<file path="config.mk">
export PLATFORM = sky130hd
export DESIGN_NAME = pg_strap_latch
export DESIGN_NICKNAME = d
export VERILOG_FILES = /design/src/rtl/pgsl_pkg.sv /design/src/rtl/pgsl_sync.sv /design/src/rtl/pgsl_capture.sv /design/src/rtl/pgsl_decode.sv /design/src/rtl/pg_strap_latch.sv
export SDC_FILE = /design/constraint.sdc
export NUM_CORES = 1
export LEC_CHECK = 0
export ABC_AREA = 1
export BUFFER_PORTS_ARGS = -buffer_cell sky130_fd_sc_hd__buf_2
export CORE_MARGIN = 3
export CORE_UTILIZATION = 48
export DETAILED_ROUTE_END_ITERATION = 8
export PLACE_DENSITY = 0.75
export SLEW_MARGIN = 0
export SYNTH_ARGS = -nofsm -noshare
export SYNTH_HDL_FRONTEND = slang
export SYNTH_HIERARCHICAL = 1
export SYNTH_SLANG_ARGS = --single-unit
</file>
<file path="constraint.sdc">
create_clock -name clk -period 1.3 [get_ports clk]
set_input_delay 0.195 -clock clk [delete_from_list [all_inputs] [get_ports clk]]
set_output_delay 0.195 -clock clk [all_outputs]
set_load 0.005 [all_outputs]
</file>
<file path="src/rtl/pgsl_pkg.sv">
// Package: shared types and strap patterns for the power-good strap latch.
// Assumes straps are packed {C,B,A} with A in bit 0.
package pgsl_pkg;
    typedef enum logic [1:0] {
        FREQ_100 = 2'd0,
        FREQ_133 = 2'd1,
        FREQ_166 = 2'd2,
        FREQ_200 = 2'd3
    } freq_code_e;

    localparam logic [2:0] PAT_100 = 3'b101;
    localparam logic [2:0] PAT_133 = 3'b001;
    localparam logic [2:0] PAT_166 = 3'b011;
    localparam logic [2:0] PAT_200 = 3'b010;
    localparam int         FS_W    = 3;
endpackage

</file>
<file path="src/rtl/pgsl_sync.sv">
// Module: multi-stage synchronizer for a bus of independent level inputs.
// Assumes each bit is a slow level; no bus coherency is implied.
module pgsl_sync #(
    parameter int              W       = 1,
    parameter int              STAGES  = 2,
    parameter logic [W-1:0]    RST_VAL = '0
) (
    input  logic         clk,
    input  logic         rst_n,
    input  logic [W-1:0] d,
    output logic [W-1:0] q
);
    logic [W-1:0] stage_q [STAGES];

    for (genvar g = 0; g < STAGES; g++) begin : g_stage
        if (g == 0) begin : g_first
            // Purpose: first sampling flop on the asynchronous input.
            always_ff @(posedge clk) begin
                if (!rst_n) stage_q[g] <= RST_VAL;
                else        stage_q[g] <= d;
            end
        end else begin : g_next
            // Purpose: further settling stage.
            always_ff @(posedge clk) begin
                if (!rst_n) stage_q[g] <= RST_VAL;
                else        stage_q[g] <= stage_q[g-1];
            end
        end
    end

    assign q = stage_q[STAGES-1];
endmodule

</file>
<file path="src/rtl/pgsl_capture.sv">
// Module: one-shot capture of straps on a filtered low of power-good.
// Assumes all inputs are already synchronized. The lock is sticky until reset.
// In test mode the strap registers reload every cycle.
module pgsl_capture #(
    parameter int VALID_CNT = 2,
    parameter int FS_W      = 3
) (
    input  logic            clk,
    input  logic            rst_n,
    input  logic            pg_s,
    input  logic            test_s,
    input  logic [FS_W-1:0] fs_s,
    input  logic            fsel_s,
    output logic            locked,
    output logic [FS_W-1:0] fs_q,
    output logic            fsel_q
);
    localparam int CNT_W = $clog2(VALID_CNT + 1);
    localparam logic [CNT_W-1:0] CNT_LAST = CNT_W'(VALID_CNT - 1);

    logic [CNT_W-1:0] low_cnt;
    logic             lock_now;

    // Purpose: the edge on which a qualified low completes.
    assign lock_now = !locked && !pg_s && (low_cnt == CNT_LAST);

    // Purpose: count consecutive synchronized lows before lock.
    always_ff @(posedge clk) begin
        if (!rst_n)                 low_cnt <= '0;
        else if (locked || pg_s)    low_cnt <= '0;
        else if (!lock_now)         low_cnt <= low_cnt + 1'b1;
    end

    // Purpose: sticky lock flag.
    always_ff @(posedge clk) begin
        if (!rst_n)        locked <= 1'b0;
        else if (lock_now) locked <= 1'b1;
    end

    // Purpose: hold straps; load on lock, or follow them in test mode.
    always_ff @(posedge clk) begin
        if (!rst_n) begin
            fs_q   <= '0;
            fsel_q <= 1'b0;
        end else if (lock_now || test_s) begin
            fs_q   <= fs_s;
            fsel_q <= fsel_s;
        end
    end
endmodule

</file>
<file path="src/rtl/pgsl_decode.sv">
// Module: decodes the held straps into frequency code, group enables,
// test-output control and the power-down request. Purely combinational.
module pgsl_decode
    import pgsl_pkg::*;
(
    input  logic            locked,
    input  logic            test_s,
    input  logic            pg_s,
    input  logic [FS_W-1:0] fs_q,
    input  logic            fsel_q,
    output freq_code_e      cpu_freq,
    output logic            strap_invalid,
    output logic            en_dot96,
    output logic            en_27m,
    output logic            pwr_down,
    output logic            test_tristate,
    output logic            test_refn
);
    logic valid_pat;
    logic run_ok;

    // Purpose: map the strap pattern to a code, falling back to 100 MHz.
    always_comb begin
        valid_pat = 1'b1;
        unique case (fs_q)
            PAT_100: cpu_freq = FREQ_100;
            PAT_133: cpu_freq = FREQ_133;
            PAT_166: cpu_freq = FREQ_166;
            PAT_200: cpu_freq = FREQ_200;
            default: begin
                cpu_freq  = FREQ_100;
                valid_pat = 1'b0;
            end
        endcase
    end

    // Purpose: flag a bad pattern only once straps are meaningful.
    assign strap_invalid = (locked || test_s) && !valid_pat;

    // Purpose: mutually exclusive output-group enables in normal running.
    assign run_ok   = locked && !test_s;
    assign en_dot96 = run_ok &&  fsel_q;
    assign en_27m   = run_ok && !fsel_q;

    // Purpose: pin reused as active-high power-down after lock.
    assign pwr_down = locked && pg_s;

    // Purpose: test-mode output behaviour selected by held strap B.
    assign test_tristate = test_s && !fs_q[1];
    assign test_refn     = test_s &&  fs_q[1];
endmodule

</file>
<file path="src/rtl/pg_strap_latch.sv">
// Module: top level of the power-good strap latch controller.
// Assumes clk runs before power-good is asserted and rst_n is synchronous.
module pg_strap_latch
    import pgsl_pkg::*;
#(
    parameter int SYNC_STAGES = 2,
    parameter int VALID_CNT   = 2
) (
    input  logic       clk,
    input  logic       rst_n,
    input  logic       pg_pd_pin,
    input  logic       fs_a,
    input  logic       fs_b,
    input  logic       fs_c,
    input  logic       fsel,
    input  logic       test_mode,
    output logic       locked,
    output logic [2:0] fs_latched,
    output logic       fsel_latched,
    output logic [1:0] cpu_freq,
    output logic       strap_invalid,
    output logic       en_dot96,
    output logic       en_27m,
    output logic       pwr_down,
    output logic       test_tristate,
    output logic       test_refn
);
    localparam int PIN_W = FS_W + 3;
    // Pin bundle order: {pg, test, fsel, C, B, A}; pg resets high (inactive).
    localparam logic [PIN_W-1:0] PIN_RST = {1'b1, {(PIN_W-1){1'b0}}};

    logic [PIN_W-1:0] pins_raw;
    logic [PIN_W-1:0] pins_s;
    logic             pg_s;
    logic             test_q;
    logic             fsel_s;
    logic [FS_W-1:0]  fs_s;
    logic [FS_W-1:0]  fs_q;
    logic             fsel_q;
    freq_code_e       freq_e;

    assign pins_raw = {pg_pd_pin, test_mode, fsel, fs_c, fs_b, fs_a};
    assign {pg_s, test_q, fsel_s, fs_s} = pins_s;

    pgsl_sync #(
        .W       (PIN_W),
        .STAGES  (SYNC_STAGES),
        .RST_VAL (PIN_RST)
    ) u_sync (
        .clk   (clk),
        .rst_n (rst_n),
        .d     (pins_raw),
        .q     (pins_s)
    );

    pgsl_capture #(
        .VALID_CNT (VALID_CNT),
        .FS_W      (FS_W)
    ) u_cap (
        .clk    (clk),
        .rst_n  (rst_n),
        .pg_s   (pg_s),
        .test_s (test_q),
        .fs_s   (fs_s),
        .fsel_s (fsel_s),
        .locked (locked),
        .fs_q   (fs_q),
        .fsel_q (fsel_q)
    );

    pgsl_decode u_dec (
        .locked        (locked),
        .test_s        (test_q),
        .pg_s          (pg_s),
        .fs_q          (fs_q),
        .fsel_q        (fsel_q),
        .cpu_freq      (freq_e),
        .strap_invalid (strap_invalid),
        .en_dot96      (en_dot96),
        .en_27m        (en_27m),
        .pwr_down      (pwr_down),
        .test_tristate (test_tristate),
        .test_refn     (test_refn)
    );

    assign fs_latched   = fs_q;
    assign fsel_latched = fsel_q;
    assign cpu_freq     = freq_e;
endmodule

</file>
# Word level (Yosys, flattened, before mapping)
# Memory sizes are Yosys's and may differ from the RTL's.
# Cells that the tools add are included.
# word_totals
reg_bits	7
ram_bits	12
input_bits	8
out_inout_bits	13
elab_cells	40
mem_count	1
# op_classes
n_addsub	1
eq_ne	5
mux	6
n_bitwise	3
n_reduce_logical	20
# mem_list
memory	depth	width	read_ports	rd_ports_with_merged_regs	write_ports	line_no	source
u_sync.stage_q	2	6	2	0	2	pgsl_sync.sv:13	logic [W-1:0] stage_q [STAGES];
# op_table
op	count
two-way mux 6 bit	2
logical AND 1 bit	9
== test 3 x 2 -> 1 bit (second input constant)	2
zero test 1 bit	6
case mux 2 bit (3 select lines)	1
OR reduction 4 bit	1
== test 3 x 1 -> 1 bit (second input constant)	1
== test 3 bit (second input constant)	1
logical OR 1 bit	3
two-way mux 1 bit	3
adder 2 x 1 -> 2 bit (second input constant)	1
== test 2 x 1 -> 1 bit (second input constant)	1
bitwise OR 1 bit	2
OR reduction 2 bit	1
NOT 1 bit	1

# Depth between registers and ports, before layout
# depth
word_depth	5
mapped_depth	6

# Cells and area by module
# The synthesis kept the hierarchy.
# modules_own_cells
module	instances	cells_each	area_each_um2	seq_area_each_um2
pgsl_sync	1	37	341.6	240.2
pgsl_capture	1	40	309.0	140.1
pgsl_decode	1	22	86.3	0.0

# Least setup slack after synthesis
# No wires, ideal clock.
# synth_path
path_kind	reg-to-reg
start	reg u_cap.low_cnt[0]
end	reg u_cap.fs_q[0]
setup_time_ps	115
arrival_ps	825
t_required_ps	1185
setup_slack_ps	360
stages_incl_launch_ff	5
path_buffers	0
path_cell_list	dfxtp_1 > ha_1 > nand2_4 > a21oi_1 > nor2_1
# synth_between
elab_chain_cells	3
# synth_lines
element	line_no	source
from (decl)	pgsl_capture.sv:21	logic [CNT_W-1:0] low_cnt;
from (signal assigned)	pgsl_capture.sv:31	else if (!lock_now) low_cnt <= low_cnt + 1'b1;
== test 2 x 1 -> 1 bit	pgsl_capture.sv:25	assign lock_now = !locked && !pg_s && (low_cnt == CNT_LAST);
logical AND 1 bit	pgsl_capture.sv:25	
logical OR 1 bit	pgsl_capture.sv:45	end else if (lock_now || test_s) begin
to (signal assigned)	pgsl_capture.sv:46	fs_q <= fs_s;
to (decl)	pgsl_capture.sv:15	output logic [FS_W-1:0] fs_q,
# Every way passes these cells.
# A chain may end at the register's enable or synchronous reset.

# Worst setup path after layout
# layout_path
start	reg u_cap.fs_q[1]
end	out cpu_freq[0]
# layout_between
elab_chain_cells	2
elab_cells_between_ends	4
classes_between	eq/ne: 3; mux: 1
# layout_lines
element	line_no	source
== test 3 x 2 -> 1 bit or == test 3 x 1 -> 1 bit (tied branches)	pgsl_decode.sv:25	unique case (fs_q)
case mux 2 bit (3 select lines) (*)	pgsl_decode.sv:25	
to (decl)	pg_strap_latch.sv:20	output logic [1:0] cpu_freq,
# Every way passes the cells marked *; elsewhere a longest branch is shown, timed or not.

==> impl_metrics.csv <==
group,metric,value,unit
placement,dp_worst_setup_slack,288,ps
grt,grt_pass1_vias,430,
grt,track_usage,0.112,
detailed_routing,firstDrtPassIters,1,
logic_synthesis,seq_area_frac_synth,0.516,
worst_setup_path,path_cells,"inv_2, nor2_1, nand2_1, nand2_1, buf_2",
timing,worst_slack,90.3,ps
worst_setup_path,worst-r2r-setup-slack,280,ps
pwr,p_leak,0.000556,uW
timing,min_period,1210,ps
floorplan,start_util,0.539,
final_layout,n_fill_cell,133,
timing,tightest_slew,308,ps
placement,place.port_buffers,20,
worst_setup_path,critical_path_peak_fanout,6,
worst_setup_path,r2r-start,"u_cap/low_cnt[0]",
detailed_routing,drc,0,
hold_path,hold_class,"input port to flip-flop",
timing,period_share,0.931,
worst_setup_path,cp-start-kind,"flip-flop",
outcome,status,"completed",
floorplan,core-area,0.00137,sq mm
worst_setup_path,crit_path_end_kind,"primary output",
worst_setup_path,crit_path_frequent_cell,"nand2_1",
detailed_routing,vias,566,
hold_path,hold_start,"pg_pd_pin",
timing,hold_ws,67.6,ps
detailed_routing,drt_iter0_drc,0,
timing,setup_tns,0,ps
detailed_routing,totalWireLength,1030,microns
worst_setup_path,crit_buf_inv,2,
clock_network,numCtsBuffers,3,
final_layout,diodes,0,
timing,slew-limit-headroom,0.795,
placement,place_hpwl,743,microns
placement,dp.cells,133,
pwr,irDropWorstVdd,0.701,mV
clock_network,clock_latency,300,ps
final_layout,layoutNonFillerInstCount,137,
timing,max_freq,0.827,GHz
timing,fin_skew,6.22,ps
final_layout,nets,132,
clock_network,cts_tree,"done",
detailed_routing,wl_per_cell,7.53,microns
worst_setup_path,path_class,"flip-flop to primary output",
clock_network,cts_buffer_depth,2,
floorplan,io_pins,21,
worst_setup_path,crit_required,1110,ps
logic_synthesis,syn_avg_cell_area,7.44,sq um
clock_network,hold_buffers,0,
detailed_routing,ant_nets,0,
worst_setup_path,arrival,1010,ps
clock_network,cts_setup_buffers,0,
clock_network,cts.clk_slew.worst_paths,110,ps
floorplan,num_rows,13,
floorplan,fp.dieH,45.2,microns
logic_synthesis,synthesis.area,737,sq um
logic_synthesis,synth_cell_types,14,
timing,slew_viol_final,0,
floorplan,die_area,0.00204,sq mm
timing,rsz0062_at_grt,"no",
clock_network,cts_sinks,19,
flow_run,drv_cap,0,
grt,grt_pass1_wl,1650,microns
worst_setup_path,cpPeakStageDelay,390,ps
final_layout,area_growth,18.8,%
worst_setup_path,r2r_cells,4,
grt,grt_start_max_net_pins,20,
grt,grt.overflow.total,0,
worst_setup_path,crit_family,"flip-flops",
clock_network,root_buffer,"clkbuf_4",
logic_synthesis,mappedNetlistNets,108,
timing,setup-violations-final,0,
pwr,power_density,1140,mW/mm^2
worst_setup_path,r2r-end,"u_cap/fs_q[0]",
placement,place.gp.congestion,0.632,
logic_synthesis,synthCells,99,
grt,antenna_found_initial,0,
hold_path,whs_path_depth,3,
clock_network,ctsHtreeMaxLevel,1,
floorplan,die_w,45.2,microns
worst_setup_path,crit_slowest_cell,"dfxtp_2",
timing,finalHoldViolCount,0,
logic_synthesis,yosysWarnings,6,
detailed_routing,viasPerCell,4.13,
final_layout,drive_above_1_share,0.262,
hold_path,hold_end,"u_sync/stage_q[0][5]",
logic_synthesis,ys_ff_latch,19,
[what timing repair did]
action,in CTS,in global routing
endpoints found under the setup margin,0,4
gates resized for setup,0,3
endpoints found under the hold margin,0,0
[worst register-to-register path: cells and delay by family (launching register included)]
kind                       cells  cell delay [ps]
AOI/OAI and AO/OA              1              140
adders and majority gates      1              260
DFF                            1              370
and+or+nand+nor                2              170
[layer usage]
metal	track usage	share of wire
met1	0.135	0.50
met2	0.172	0.39
met4	0.0877	0.020
met3	0.0239	0.095
met5	0	0
[flip-flops by register name, indices dropped and copies added (netlist names)]
signal / count
u_cap/fs_q: 3
u_cap/fsel_q: 1
u_cap/low_cnt: 2
u_cap/locked: 1
u_sync/stage_q: 12
[worst max path at each step]
stage                      from       endpoint  slack (ps)  cells after the start
3_3_place_gp   u_cap/low_cnt[0]  u_cap/fs_q[0]         320                      4
5_1_grt           u_cap/fs_q[1]    cpu_freq[0]           1                      5
2_1_floorplan  u_cap/low_cnt[0]  u_cap/fs_q[0]         360                      4
6_report          u_cap/fs_q[1]    cpu_freq[0]          90                      5
3_5_place_dp   u_cap/low_cnt[0]  u_cap/fs_q[2]         290                      4
4_1_cts            u_cap/locked         en_27m           4                      3
[kinds of logic (layout without fill, tap and decap cells)]
| family | after synthesis | count (layout) | synth area share |
|---|---|---|---|
| xor gates and xnor gates | 1 | 1 | 0.0119 |
| buffers and inverters | 27 | 50 | 0.148 |
| DFF | 19 | 19 | 0.516 |
| adders and majority gates | 1 | 1 | 0.0170 |
| AOI/OAI and AO/OA | 6 | 6 | 0.0441 |
| and+or+nand+nor | 45 | 45 | 0.263 |
[cell type report]
cell class                      instances  area [sq um]  share of cell area
Sequential cell                        19           384               0.439
Multi-Input combinational cell         53           248               0.283
Timing Repair Buffer                   20           100               0.114
Inverter                               26          97.6               0.111
Clock buffer                            3          22.5              0.0257
Tap cell                               15          18.8              0.0214
Clock inverter                          1          5.00             0.00571
[placed cells by master, fill, tap and decap left out, types with 2 or more instances in the layout]
master,instances
a21oi_1,5
buf_2,20
clkbuf_4,3
dfxtp_1,16
dfxtp_2,3
inv_1,24
inv_2,2
nand2_1,26
nand3_1,6
nor2_1,10
[power by group]
part | switching [uW] | internal (uW) | total, uW | leakage, uW
clock network | 175 | 115 | 290 | 0.0000177
logic | 46.1 | 39.7 | 85.9 | 0.000380
registers | 13.6 | 608 | 621 | 0.000158
[stage by stage]
stage	power [uW]	area [sq um]	util
floorplan	689	737	-
finish	997	876	0.641
global placement	718	845	0.618
global route	1040	876	0.641
detailed placement	721	845	0.618
CTS	1010	872	0.638
[cell usage after synthesis]
| library cell | number | share of area |
|---|---|---|
| nand3_1 | 6 | 0.041 |
| nor2_2 | 1 | 0.0085 |
| nor2_4 | 1 | 0.015 |
| xor2_1 | 1 | 0.012 |
| ha_1 | 1 | 0.017 |
| dfxtp_1 | 19 | 0.52 |
| a21oi_1 | 5 | 0.034 |
| a21boi_1 | 1 | 0.010 |
| inv_2 | 2 | 0.010 |
| inv_1 | 24 | 0.12 |
| nor2_1 | 10 | 0.051 |
| nand2_4 | 1 | 0.015 |
| buf_6 | 1 | 0.015 |
| nand2_1 | 26 | 0.13 |
(Power assumes the default switching activity.)
